**src/rtl/ckdiv_pkg.sv**
```systemverilog
package ckdiv_pkg;

    localparam int DIV_W   = 4;
    localparam int SEL_W   = 2;
    localparam int NSRC    = 1 << SEL_W;
    localparam int CTRL_W  = 16;

    localparam int OFF_BIT  = 15;
    localparam int SPARE_BIT = 14;
    localparam int SEL_LSB  = 12;
    localparam int OVR_BIT  = 11;
    localparam int D2_LSB   = 4;
    localparam int D1_LSB   = 0;

    typedef struct packed {
        logic [SEL_W-1:0] sel;
        logic             ovr;
        logic [DIV_W-1:0] div2;
        logic [DIV_W-1:0] div1;
    } cfg_t;

    function automatic logic [CTRL_W-1:0] write_mask(bit has_div2, bit has_ovr, bit has_spare);
        logic [CTRL_W-1:0] m;
        m = '0;
        m[OFF_BIT] = 1'b1;
        m[SEL_LSB +: SEL_W] = '1;
        m[D1_LSB +: DIV_W] = '1;
        if (has_div2)  m[D2_LSB +: DIV_W] = '1;
        if (has_ovr)   m[OVR_BIT] = 1'b1;
        if (has_spare) m[SPARE_BIT] = 1'b1;
        return m;
    endfunction

endpackage

```
**src/rtl/ckdiv_ctrl.sv**
```systemverilog
module ckdiv_ctrl
    import ckdiv_pkg::*;
#(
    parameter bit HAS_DIV2  = 1'b1,
    parameter bit HAS_OVR   = 1'b1,
    parameter bit HAS_SPARE = 1'b1
) (
    input  logic              clk,
    input  logic              rst_n,
    input  logic              wr_en,
    input  logic [CTRL_W-1:0] wr_data,
    output logic [CTRL_W-1:0] ctrl,
    output logic              off,
    output cfg_t              cfg
);

    localparam logic [CTRL_W-1:0] MASK = write_mask(HAS_DIV2, HAS_OVR, HAS_SPARE);

    typedef struct packed {
        logic [CTRL_W-1:0] word;
    } st_t;

    st_t st_d, st_q;

    always_comb begin
        st_d = st_q;
        if (wr_en) begin
            st_d.word = wr_data & MASK;
        end
    end

    always_ff @(posedge clk or negedge rst_n) begin
        if (!rst_n) begin
            st_q <= '0;
        end else begin
            st_q <= st_d;
        end
    end

    always_comb begin
        ctrl     = st_q.word;
        off      = st_q.word[OFF_BIT];
        cfg.sel  = st_q.word[SEL_LSB +: SEL_W];
        cfg.ovr  = st_q.word[OVR_BIT];
        cfg.div2 = st_q.word[D2_LSB +: DIV_W];
        cfg.div1 = st_q.word[D1_LSB +: DIV_W];
    end

endmodule

```
**src/rtl/ckdiv_srcsel.sv**
```systemverilog
module ckdiv_srcsel
    import ckdiv_pkg::*;
#(
    parameter bit HAS_OVR = 1'b1
) (
    input  logic [NSRC-1:0]  src_tick,
    input  logic             ovr_tick,
    input  logic [SEL_W-1:0] sel,
    input  logic             ovr_en,
    output logic             tick
);

    generate
        if (HAS_OVR) begin : g_ovr
            always_comb begin
                tick = ovr_en ? ovr_tick : src_tick[sel];
            end
        end else begin : g_no_ovr
            always_comb begin
                tick = src_tick[sel];
            end
        end
    endgenerate

endmodule

```
**src/rtl/ckdiv_stage.sv**
```systemverilog
module ckdiv_stage #(
    parameter int W = 4
) (
    input  logic         clk,
    input  logic         rst_n,
    input  logic         clear,
    input  logic         step,
    input  logic [W-1:0] limit,
    output logic         wrap
);

    typedef struct packed {
        logic [W-1:0] cnt;
    } st_t;

    st_t st_d, st_q;

    always_comb begin
        st_d = st_q;
        wrap = step && (st_q.cnt == limit);
        if (clear || wrap) begin
            st_d.cnt = '0;
        end else if (step) begin
            st_d.cnt = st_q.cnt + 1'b1;
        end
    end

    always_ff @(posedge clk or negedge rst_n) begin
        if (!rst_n) begin
            st_q <= '0;
        end else begin
            st_q <= st_d;
        end
    end

endmodule

```
**src/rtl/clk_tick_divgate.sv**
```systemverilog
module clk_tick_divgate
    import ckdiv_pkg::*;
#(
    parameter bit HAS_DIV2  = 1'b1,
    parameter bit HAS_OVR   = 1'b1,
    parameter bit HAS_SPARE = 1'b1
) (
    input  logic              clk,
    input  logic              rst_n,
    input  logic [NSRC-1:0]   src_tick_i,
    input  logic              alt_tick_i,
    input  logic              wr_en_i,
    input  logic [CTRL_W-1:0] wr_data_i,
    output logic [CTRL_W-1:0] ctrl_o,
    output logic              tick_en_o,
    output logic              div_clk_o
);

    localparam int POS_W = 2 * DIV_W;
    localparam int N_W   = 2 * (DIV_W + 1);

    typedef struct packed {
        cfg_t             act;
        logic [POS_W-1:0] pos;
        logic             en;
        logic             lvl;
    } st_t;

    st_t  st_d, st_q;
    cfg_t reg_cfg;
    logic off;
    logic sel_tick;
    logic step;
    logic wrap1;
    logic wrap2;
    logic [N_W-1:0] period_n;
    logic [N_W-1:0] half_n;

    ckdiv_ctrl #(
        .HAS_DIV2 (HAS_DIV2),
        .HAS_OVR  (HAS_OVR),
        .HAS_SPARE(HAS_SPARE)
    ) u_ctrl (
        .clk    (clk),
        .rst_n  (rst_n),
        .wr_en  (wr_en_i),
        .wr_data(wr_data_i),
        .ctrl   (ctrl_o),
        .off    (off),
        .cfg    (reg_cfg)
    );

    ckdiv_srcsel #(
        .HAS_OVR(HAS_OVR)
    ) u_srcsel (
        .src_tick(src_tick_i),
        .ovr_tick(alt_tick_i),
        .sel     (st_q.act.sel),
        .ovr_en  (st_q.act.ovr),
        .tick    (sel_tick)
    );

    assign step = sel_tick & ~off;

    ckdiv_stage #(
        .W(DIV_W)
    ) u_stage1 (
        .clk  (clk),
        .rst_n(rst_n),
        .clear(off),
        .step (step),
        .limit(st_q.act.div1),
        .wrap (wrap1)
    );

    generate
        if (HAS_DIV2) begin : g_div2
            ckdiv_stage #(
                .W(DIV_W)
            ) u_stage2 (
                .clk  (clk),
                .rst_n(rst_n),
                .clear(off),
                .step (wrap1),
                .limit(st_q.act.div2),
                .wrap (wrap2)
            );
        end else begin : g_no_div2
            assign wrap2 = wrap1;
        end
    endgenerate

    always_comb begin
        period_n = (N_W'(st_q.act.div1) + 1'b1) * (N_W'(st_q.act.div2) + 1'b1);
        half_n   = (period_n + 1'b1) >> 1;
    end

    always_comb begin
        st_d    = st_q;
        st_d.en = wrap2;
        if (off) begin
            st_d.pos = '0;
            st_d.act = reg_cfg;
        end else if (wrap2) begin
            st_d.pos = '0;
            st_d.act = reg_cfg;
        end else if (step) begin
            st_d.pos = st_q.pos + 1'b1;
        end else if (st_q.pos == '0) begin
            st_d.act = reg_cfg;
        end
        st_d.lvl = ~off && ({{(N_W-POS_W){1'b0}}, st_d.pos} < half_n);
    end

    always_ff @(posedge clk or negedge rst_n) begin
        if (!rst_n) begin
            st_q <= '0;
        end else begin
            st_q <= st_d;
        end
    end

    assign tick_en_o = st_q.en;
    assign div_clk_o = st_q.lvl;

endmodule

```
**config.mk**
```make
export PLATFORM = sky130hd
export DESIGN_NAME = clk_tick_divgate
export DESIGN_NICKNAME = d
export VERILOG_FILES = /design/src/rtl/ckdiv_pkg.sv /design/src/rtl/ckdiv_ctrl.sv /design/src/rtl/ckdiv_srcsel.sv /design/src/rtl/ckdiv_stage.sv /design/src/rtl/clk_tick_divgate.sv
export SDC_FILE = /design/constraint.sdc
export NUM_CORES = 1
export LEC_CHECK = 0
export ABC_AREA = 0
export BUFFER_PORTS_ARGS = -buffer_cell sky130_fd_sc_hd__buf_2
export CAP_MARGIN = 20
export CORE_MARGIN = 3
export CORE_UTILIZATION = 40
export DETAILED_ROUTE_END_ITERATION = 8
export GPL_TIMING_DRIVEN = 0
export SLEW_MARGIN = 10
export SYNTH_ARGS = -nofsm -noshare
export SYNTH_HDL_FRONTEND = slang
export SYNTH_SLANG_ARGS = --single-unit
```
**constraint.sdc**
```tcl
create_clock -name clk -period 12.98 [get_ports clk]
set_clock_uncertainty 0.15 [all_clocks]
set_input_delay 1.298 -clock clk [delete_from_list [all_inputs] [get_ports clk]]
set_output_delay 1.298 -clock clk [all_outputs]
set_load 0.005 [all_outputs]
```
* Word level (Yosys, flattened, before mapping)
Index checks and enable logic that the tools add are counted.
Word-level totals: input port bits 24, bits in registers 42, output and inout bits 18, word-level logic and storage cells 46
Cells by class: bitwise logic cells 2, eq/ne operators 3, multiplexer cells 12, $mul 1, reduce and logical (&&, ||, !) cells 10, order comparisons 2, add/subtract/negate cells 6
Operator list (number):
- two-way mux 19 bit | 2
- two-way mux 11 bit | 2
- two-way mux 4 bit | 4
- adder 10 x 1 -> 10 bit (second input constant) | 1
- adder 4 x 1 -> 5 bit (second input constant) | 2
- multiplier 5 x 5 -> 10 bit | 1
- less-than comparator 8 x 9 -> 1 bit | 1
- adder 4 x 1 -> 4 bit (second input constant) | 2
- adder 8 x 1 -> 8 bit (second input constant) | 1
- == test 4 bit | 2
- zero test 8 bit | 1
- two-way mux 8 bit | 1
- nonzero test 2 bit | 2
- logical AND 1 bit | 3
- less-than comparator 2 x 3 -> 1 bit (second input constant) | 1
- != test 3 x 2 -> 1 bit (second input constant) | 1
- nonzero test 3 bit | 1
- binary-select mux 1 bit (select 2 bit) | 1
- logical OR 1 bit | 2
- two-way mux 1 bit | 2
- AND reduction 2 bit | 1
- AND 1 bit | 1
- inverter 1 bit | 1

* Logic depth before layout (Yosys ltp)
Gate-level depths: netlist of the first run.
depth after elaboration 10, mapped depth 21, depth with buffers taken out 20

* By module
From an unflattened synthesis of the first run, not the netlist that was laid out.
Unflattened totals: cells, all modules 294, area total of the unflattened synthesis 3163.0 sq um
Modules (own cells, without submodules):
- clk_tick_divgate | times used 1, area an instance 1926.8 sq um, seq. area each 525.5 sq um, cells an instance 197
- ckdiv_ctrl | times used 1, area an instance 636.9 sq um, seq. area each 325.3 sq um, cells an instance 43
- ckdiv_stage | times used 2, area an instance 279.0 sq um, seq. area each 100.1 sq um, cells an instance 24
- ckdiv_srcsel | times used 1, area an instance 41.3 sq um, seq. area each 0.0 sq um, cells an instance 6

* Least setup slack after synthesis of the first run
No wires, ideal clock.
path type register to register, from reg st_q[15] (netlist name), to reg st_q (netlist bit div_clk_o), data required time 12.692 ns, stages on the path, launching flop included 20, period minus slack after synthesis 4.585 ns, arrival time 4.297 ns, path slack 8.395 ns, cell sequence dfrtp_1 -> ha_1 -> nand3_1 -> or2_2 -> fa_1 -> fa_1 -> fa_1 -> inv_1 -> ha_1 -> o21a_1 -> o31a_1 -> o21ai_0 -> nand2b_1 -> xnor2_1 -> ha_1 -> nand4_1 -> a21oi_1 -> nor2_1 -> o2111ai_1 -> o211ai_1
RTL lines:
- from (decl) | line clk_tick_divgate.sv:29 | st_t st_d, st_q;
- from (signal assigned) | line clk_tick_divgate.sv:119 | st_q <= st_d;

==> impl_metrics.py, run 1 <==
metrics = {
    "run_status": {
        "status": "finished clean",
    },
    "die": {
        "die-width_um": 96.8,
        "initial_core_util_pct": 42.0,
        "core_area_um2": 7850,
        "rows": 32,
        "io_pins": 42,
        "die_h_um": 96.8,
        "dieArea_um2": 9370,
    },
    "timing": {
        "timing.final.setup_violations": 0,
        "period_needed_ns": 5.13,
        "final-max-slew-violation-count": 0,
        "grt_setup_unrepaired": "false",
        "timing.final.hold_violations": 0,
        "fin_setup_tns_ns": 0,
        "slew_headroom_pct": 38.0,
        "post-route-worst-setup-slack_ns": 7.85,
        "fmax_mhz": 195,
        "period_share_pct": 39.5,
        "worstMarginPinSlew_ns": 0.930,
        "hold-worst-slack_ns": 0.370,
    },
    "logic_synthesis": {
        "synth_edf_count": 0,
        "synth_xor_area_share_pct": 5.31,
        "ys_warn_count": 0,
        "synth_mux_area_share_pct": 10.4,
        "ys_types": 58,
        "synth_fa_ha_area_share_pct": 17.6,
        "synth_common_cells": "dfrtp_1 (42), ha_1 (32), nor2_1 (29)",
        "synth-compound-area-share_pct": 11.5,
        "yosysTopAreaCellShare_pct": 31.9,
        "synth_cells": 324,
        "async_reset_ff_share_pct": 100,
        "synth_area_leader_cell": "dfrtp_1",
        "synth_simple_gate_area_share_pct": 16.0,
        "yosysSeqAreaShare_pct": 31.9,
        "synth_top_family_by_area": "adder cells",
        "syn_area_um2": 3300,
        "synthFlopType": "dfrtp_1",
        "synth.most_common_cell": "dfrtp_1",
        "yosys_register_bits": 42,
        "synth_area_leaders": "dfrtp_1 (32%), ha_1 (12%), fa_1 (5.5%)",
        "avgSynthCellArea_um2": 10.2,
    },
    "clock_tree": {
        "cts_hold_buf": 0,
        "clock-sinks": 42,
        "clk_path_buf_depth": 2,
        "cts_root_buf": "clkbuf_8",
        "post_cts_buffers": 0,
        "cts_tree": "built",
        "cts-resized-gates": 0,
        "cts-buffers-inserted": 5,
        "cts.clk_slew.worst_paths_ns": 0.09,
        "cts_htree_levels": 2,
        "insertion_delay_ns": 0.30,
    },
    "place": {
        "portBuffers": 35,
        "dp_hpwl_mm": 5.34,
        "gp_congestion": 0.847,
        "dp_slack_ns": 7.81,
        "dp_cells": 463,
    },
    "cells_and_area": {
        "diodes": 0,
        "fin_cells": 471,
        "area_growth_pct": 12.3,
        "fin_nets": 433,
        "drive_above_1_share_pct": 26.3,
    },
    "critical_path": {
        "criticalPathCategory": "reg2reg",
        "cp.arrival_ns": 5.19,
        "path_max_fanout": 5,
        "max_stage_delay_ns": 0.54,
        "critPathLaunchType": "flip-flop",
        "slowest_stage": "fa_1",
        "cp-end-kind": "flip-flop",
        "cp.required_ns": 13.04,
        "crit_path_cell_trace": "ha_1 -> nand3_1 -> or2_2 -> fa_1 -> fa_1 -> fa_1 -> inv_1 -> ha_1 -> nor4_1 -> o21a_1 -> nor2_1 -> xnor2_1 -> ha_1 -> a211oi_1 -> nand3_1 -> nor2_1 -> o2111ai_1 -> o211ai_1",
    },
    "global_routing": {
        "grt_pass1_wl_mm": 11.5,
        "track_usage_pct": 14.7,
        "grt_max_degree": 43,
        "overflow": 0,
        "grt_pass1_vias": 2434,
        "grt_antenna_before_repair": 0,
    },
    "routing": {
        "drc": 0,
        "wirelength_mm": 6.80,
        "viasPerCell": 5.18,
        "ant_nets": 0,
        "post_drt_wl_per_cell_um": 14.4,
        "dr.pass1.iters": 4,
        "drt_iter0_drc": 82,
        "num_vias": 2440,
    },
    "flow_run": {
        "max_cap_violations": 0,
    },
    "worst_hold_path": {
        "hold_path.class": "reg2reg",
    },
}
-- worst max-delay path, delay by kind of cell, from the launching register on --
kind	cells	cell delay, ns
adder cells (fa/ha/maj)	6	2.40
AND/OR/NAND/NOR	6	1.11
AO/OA/AOI/OAI	4	0.68
flip-flops	1	0.44
XOR/XNOR	1	0.23
buffers and inverters	1	0.04
-- cells in the final DEF, fill, tap and decap left out, drive strengths merged, types with 12 or more instances in the layout --
cell | synthesis | final
a21oi | 12 | 12
buf | 19 | 54
o21ai | 14 | 14
dfrtp | 42 | 42
clkbuf | 5 | 12
inv | 19 | 20
nor2 | 31 | 31
mux2 | 25 | 25
ha | 32 | 32
-- per-layer routing --
| metal | global-route usage (%) | vias to the layer above | part of all wire [%] |
|---|---|---|---|
| met2 | 25.3 | 55 | 48 |
| met4 | 3.46 | 0 | 1.2 |
| met1 | 19.2 | 1156 | 47 |
| met5 | 0 | - | 0 |
| li1 | - | 1221 | - |
| met3 | 2.74 | 8 | 4.3 |
-- worst paths after layout --
path	endpoint	from	slack, ns	cells past startpoint
hold reg to reg	u_ctrl.ctrl[14]	u_ctrl.ctrl[14]	0.37	1
min in group asynchronous	tick_en_o	rst_n	0.98	1
setup reg to reg	div_clk_o	st_q[15]	7.85	18
max in group asynchronous	u_stage1.st_q[3]	rst_n	11.11	1
setup / recovery	div_clk_o	st_q[15]	7.85	18
hold / removal	u_ctrl.ctrl[14]	u_ctrl.ctrl[14]	0.37	1
-- through the flow --
stage          instance area [µm²]  util [%]
3_5_place_dp                  3610      46.0
3_3_place_gp                  3610      46.0
4_1_cts                       3700      47.2
5_1_grt                       3700      47.2
2_1_floorplan                 3310         -
6_report                      3700      47.2
-- area by class of cell --
type,instances,area [µm²]
inverter,19,71.3
clock buffer,7,86.3
timing repair buffer,35,175
sequential,42,1050
multi-input combinational,241,2020
clock inverter,1,8.76
buffer,24,164
tap,102,128
fill,785,4140
-- cells by family (layout without fill, tap and decap cells) --
kind of cell | after synthesis | in the layout
compound gates | 54 | 54
xor+xnor | 20 | 20
buf+inv | 43 | 86
mux | 27 | 27
simple gates | 96 | 96
other cells | 1 | 3
flops | 42 | 42
fa+ha+maj | 41 | 41
-- sequential cells by signal, indices dropped and copies added, names as in the netlist --
signal,count
u_stage1.st_q,4
g_div2.u_stage2.st_q,4
tick_en_o,1
div_clk_o,1
u_ctrl.ctrl,13
st_q,19
Power of run 1 is left out: the tool's default activity adds up to more than one toggle a clock period on the data nets, which glitch-free logic cannot reach.
==> inputs of run 2 (changes only) <==
==> constraint.sdc (replaced) <==
create_clock -name clk -period 4.39 [get_ports clk]
set_clock_uncertainty 0.15 [all_clocks]
set_input_delay 0.439 -clock clk [delete_from_list [all_inputs] [get_ports clk]]
set_output_delay 0.439 -clock clk [all_outputs]
set_load 0.005 [all_outputs]
==> run 2 against run 1 <==
The run now ends with setup timing left; worst hold slack got worse by 0.24 ns; cell area increased by 9.2%; wire length increased by 4.4%; via count increased by 2.5%; non-clock buffer count increased by 10; critical endpoint unchanged; first-iteration DRC count increased by 38%; register-to-register slack got worse by 8.0 ns; global-route usage increased by 0.89 points; final cell count increased by 2.1%; maximum frequency increased by 14%; flip-flop and latch count unchanged; count of clock-buffer cells in the layout decreased by 1.
==> impl_metrics.py, run 2 (synthesized netlist as in run 1, its figures left out) <==
metrics = {
    "timing": {
        "hold-worst-slack_ns": 0.127,
        "timing.final.setup_violations": 1,
        "period_share_pct": 102,
        "period_needed_ns": 4.50,
        "fmax_mhz": 222,
        "worstMarginPinSlew_ns": 0.927,
        "fin_setup_tns_ns": -0.105,
        "grt_setup_unrepaired": "true",
        "slew_headroom_pct": 38.2,
        "final-max-slew-violation-count": 0,
        "post-route-worst-setup-slack_ns": -0.105,
        "timing.final.hold_violations": 0,
    },
    "critical_path": {
        "criticalPathCategory": "reg2reg",
        "cp.required_ns": 4.39,
        "path_max_fanout": 4,
        "cp.arrival_ns": 4.49,
        "cp-end-kind": "flip-flop",
        "critPathLaunchType": "flip-flop",
        "r2r_slack_ns": -0.11,
    },
    "global_routing": {
        "grt_max_degree": 43,
        "overflow": 0,
        "grt_antenna_before_repair": 0,
        "track_usage_pct": 15.6,
        "grt_pass1_wl_mm": 12.4,
        "grt_pass1_vias": 2549,
    },
    "die": {
        "rows": 32,
        "initial_core_util_pct": 42.0,
        "die_h_um": 96.8,
        "io_pins": 42,
        "die-width_um": 96.8,
        "core_area_um2": 7850,
        "dieArea_um2": 9370,
    },
    "clock_tree": {
        "cts-buffers-inserted": 5,
        "insertion_delay_ns": 0.29,
        "cts_root_buf": "clkbuf_8",
        "cts_tree": "built",
        "cts.clk_slew.worst_paths_ns": 0.08,
        "clk_path_buf_depth": 2,
        "cts_htree_levels": 2,
        "cts_hold_buf": 0,
        "clock-sinks": 42,
    },
    "place": {
        "gp_congestion": 0.796,
        "portBuffers": 35,
        "dp_hpwl_mm": 5.28,
        "dp_slack_ns": -0.530,
    },
    "run_status": {
        "status": "finished with violations",
        "violations": "setup timing",
    },
    "worst_hold_path": {
        "hold_path.class": "in2async",
    },
    "routing": {
        "ant_nets": 0,
        "post_drt_wl_per_cell_um": 14.7,
        "num_vias": 2500,
        "dr.pass1.iters": 4,
        "viasPerCell": 5.20,
        "drc": 0,
        "drt_iter0_drc": 113,
        "wirelength_mm": 7.09,
    },
    "cells_and_area": {
        "fillers": 756,
        "fin_nets": 443,
        "area_growth_pct": 22.6,
        "largest_reg_flops": 19,
        "largest_register": "st_q",
        "diodes": 0,
        "drive_above_1_share_pct": 36.7,
        "most-common-layout-cells": "dfrtp_1 (41), buf_2 (36), nor2_1 (26), buf_4 (25), ha_1 (21)",
        "final_common_cell": "dfrtp_1",
        "fin_util_pct": 51.5,
    },
    "flow_run": {
        "max_cap_violations": 0,
    },
}
run 2: path summary, 6_finish.rpt:
| check | depth (start not counted) | end | from |
|---|---|---|---|
| setup / recovery | 19 | div_clk_o | st_q[14] |
| hold / removal | 1 | tick_en_o | rst_n |
| setup reg to reg | 19 | div_clk_o | st_q[14] |
| hold reg to reg | 1 | u_ctrl.ctrl[14] | u_ctrl.ctrl[14] |
| max in group asynchronous | 1 | st_q[15] | rst_n |
| min in group clk | 3 | u_ctrl.ctrl[15] | wr_data_i[15] |
run 2: metrics by stage:
stage	instance area (µm²)	std cells
floorplan	3330	326
global placement	3630	463
detailed placement	3630	463
CTS	3980	481
global route	4040	481
finish	4040	481
run 2: worst max-delay path, stage by stage, from the launching register on:
cell and delay, ns:
dfrtp_1 0.42, ha_4 0.19, nand3_4 0.06, or2_4 0.26
fa_1 0.54, fa_1 0.44, fa_1 0.52, inv_2 0.05
ha_4 0.23, o21a_1 0.17, o31a_1 0.13, o21ai_1 0.14
nand2b_1 0.10, xnor2_2 0.17, ha_4 0.29, nand4_1 0.09
a21oi_2 0.13, nor2_2 0.06, o2111ai_1 0.08, o211ai_1 0.14
run 2: layer usage:
layer / wire [µm] / vias to the layer above / global-route usage (%)
li1: - / 1240 / -
met1: 3360 / 1199 / 21.5
met2: 3350 / 49 / 25.5
met3: 260 / 12 / 2.74
met4: 121 / 0 / 3.78
met5: 0 / - / 0
run 2: final cells by class:
type | instances | area (µm²) | share of cell area (%)
inverters | 19 | 73.8 | 1.83
clock buffers | 6 | 72.6 | 1.80
flip-flops and latches | 42 | 1050 | 26.0
plain buffers | 24 | 170 | 4.21
repair buffers | 45 | 254 | 6.28
well taps | 102 | 128 | 3.16
multi-input cells | 241 | 2250 | 55.8
clock inverters | 2 | 37.5 | 0.929
run 2: timing repair:
action / in CTS / in global routing
setup endpoints to repair: 1 / 1
gates resized for setup: 28 / 10
pin swaps: 25 / 6
buffers inserted: 10 / 0
Power of run 2 is left out for the same reason.
==> inputs of run 3 (changes only) <==
--- a/config.mk
+++ b/config.mk
@@ -12,6 +12,7 @@
 export CORE_UTILIZATION = 40
 export DETAILED_ROUTE_END_ITERATION = 8
 export GPL_TIMING_DRIVEN = 0
+export RECOVER_POWER = 50
 export SLEW_MARGIN = 10
 export SYNTH_ARGS = -nofsm -noshare
 export SYNTH_HDL_FRONTEND = slang
==> run 3 against run 2 <==
The flow finishes with violations (capacitance limit, slew limit, setup timing); critical endpoint unchanged; global-route usage stayed put; cell area hardly changed; largest cell class unchanged; count of clock-buffer cells in the layout stayed put; worst setup slack stayed put; highest routed layer unchanged.
==> impl_metrics.py, run 3 (synthesized netlist as in run 1, its figures left out) <==
metrics = {
    "critical_path": {
        "cp.arrival_ns": 4.49,
        "cp.required_ns": 4.39,
        "crit_path_cell_trace": "ha_4 -> nand3_4 -> or2_4 -> fa_1 -> fa_1 -> fa_1 -> inv_2 -> ha_4 -> o21a_1 -> o31a_1 -> o21ai_1 -> nand2b_1 -> xnor2_2 -> ha_4 -> nand4_1 -> a21oi_2 -> nor2_2 -> o2111ai_1 -> o211ai_1",
        "crit_buf_inv": 1,
        "max_stage_delay_ns": 0.54,
        "path_delay_family": "adder cells",
        "criticalPathCategory": "reg2reg",
        "slowest_stage": "fa_1",
        "cp-end-kind": "flip-flop",
        "critPathLaunchType": "flip-flop",
        "path_max_fanout": 4,
    },
    "clock_tree": {
        "cts_hold_buf": 0,
        "insertion_delay_ns": 0.29,
        "cts.clk_slew.worst_paths_ns": 0.08,
        "cts_htree_levels": 2,
        "cts_tree": "built",
        "cts_root_buf": "clkbuf_8",
        "clock-sinks": 42,
        "cts-buffers-inserted": 5,
        "clk_path_buf_depth": 2,
    },
    "timing": {
        "fmax_mhz": 222,
        "worstMarginPinSlew_ns": 2.23,
        "timing.final.hold_violations": 0,
        "final-max-slew-violation-count": 43,
        "grt_setup_unrepaired": "true",
        "period_share_pct": 102,
        "post-route-worst-setup-slack_ns": -0.105,
        "slew_headroom_pct": -48.6,
        "timing.final.setup_violations": 1,
        "period_needed_ns": 4.50,
    },
    "place": {
        "portBuffers": 35,
        "dp_hpwl_mm": 5.28,
        "gp_congestion": 0.796,
        "dp_cells": 463,
        "dp_slack_ns": -0.530,
    },
    "cells_and_area": {
        "fin_cells": 481,
        "final_common_cell": "dfrtp_1",
        "area_growth_pct": 22.5,
        "fin_nets": 443,
        "diodes": 0,
        "most-common-layout-cells": "dfrtp_1 (41), buf_2 (34), nor2_1 (26), buf_4 (25), ha_1 (21)",
        "largest_reg_flops": 19,
        "drive_above_1_share_pct": 36.1,
        "largest_register": "st_q",
    },
    "run_status": {
        "status": "finished with violations",
        "violations": "capacitance limit, slew limit, setup timing",
    },
    "global_routing": {
        "track_usage_pct": 15.6,
        "grt_pass1_wl_mm": 12.4,
        "grt_pass1_vias": 2549,
        "grt_max_degree": 43,
        "overflow": 0,
        "grt_antenna_before_repair": 0,
    },
    "routing": {
        "viasPerCell": 5.20,
        "num_vias": 2499,
        "ant_nets": 0,
        "drt_iter0_drc": 113,
        "dr.pass1.iters": 4,
        "post_drt_wl_per_cell_um": 14.7,
        "drc": 0,
        "wirelength_mm": 7.09,
    },
    "die": {
        "initial_core_util_pct": 42.0,
        "dieArea_um2": 9370,
        "rows": 32,
        "io_pins": 42,
        "die_h_um": 96.8,
        "die-width_um": 96.8,
        "core_area_um2": 7850,
    },
    "flow_run": {
        "max_cap_violations": 1,
    },
    "worst_hold_path": {
        "hold_path.class": "in2reg",
    },
}
-- run 3: changes by cell type in the layout (fill, tap and decap cells not counted), sizes merged --
| cell | change |
|---|---|
| buf | -2 |
| clkbuf | +2 |
-- run 3: area by class of cell --
type,instances,area (µm²)
buffer,24,170
clock inverter,2,37.5
timing repair buffer,45,251
multi-input combinational,241,2250
inverter,19,73.8
tap,102,128
sequential,42,1050
clock buffer,6,72.6
fill,752,3810
-- run 3: repair_timing --
item,in CTS,in global routing
setup buffers,10,0
resized for setup,28,10
pin swaps,25,6
endpoints found under the setup margin,1,1
gates cloned,0,0
-- run 3: worst paths after layout --
| kind | endpoint | cells after the start | slack (ns) | from |
|---|---|---|---|---|
| hold reg to reg | u_ctrl.ctrl[14] | 1 | 0.36 | u_ctrl.ctrl[14] |
| hold / removal | u_ctrl.ctrl[15] | 3 | 0.20 | wr_data_i[15] |
| max in group asynchronous | st_q[15] | 1 | 2.01 | rst_n |
| setup reg to reg | div_clk_o | 19 | -0.11 | st_q[14] |
| min in group asynchronous | st_q[5] | 1 | 0.65 | rst_n |
| setup / recovery | div_clk_o | 19 | -0.11 | st_q[14] |
-- run 3: metrics by stage --
| stage | hold WS (ns) | TNS [ns] | utilization (%) | area, µm² |
|---|---|---|---|---|
| final | 0.198 | -0.105 | 51.5 | 4040 |
| after global routing | 0.202 | -0.273 | 51.5 | 4040 |
| after CTS | 0.166 | -0.154 | 50.7 | 3980 |
| after detailed placement | 0.341 | -0.530 | 46.3 | 3630 |
| after global placement | 0.338 | -0.493 | 46.3 | 3630 |
| after floorplan | -0.00659 | 0 | - | 3330 |
-- run 3: worst reg2reg max path: stages (launching register included) --
cell and delay (ns):
dfrtp_1 0.42, ha_4 0.19, nand3_4 0.06, or2_4 0.26, fa_1 0.54, fa_1 0.44, fa_1 0.52, inv_2 0.05
ha_4 0.23, o21a_1 0.17, o31a_1 0.13, o21ai_1 0.14, nand2b_1 0.10, xnor2_2 0.17, ha_4 0.30, nand4_1 0.09
a21oi_2 0.13, nor2_2 0.06, o2111ai_1 0.08, o211ai_1 0.14
-- run 3: layer usage --
| metal | share of wire [%] | GRT usage, % |
|---|---|---|
| met1 | 47 | 21.5 |
| met2 | 47 | 25.5 |
| met3 | 3.7 | 2.74 |
| met4 | 1.7 | 3.78 |
| met5 | 0 | 0 |
Power of run 3 is left out for the same reason.
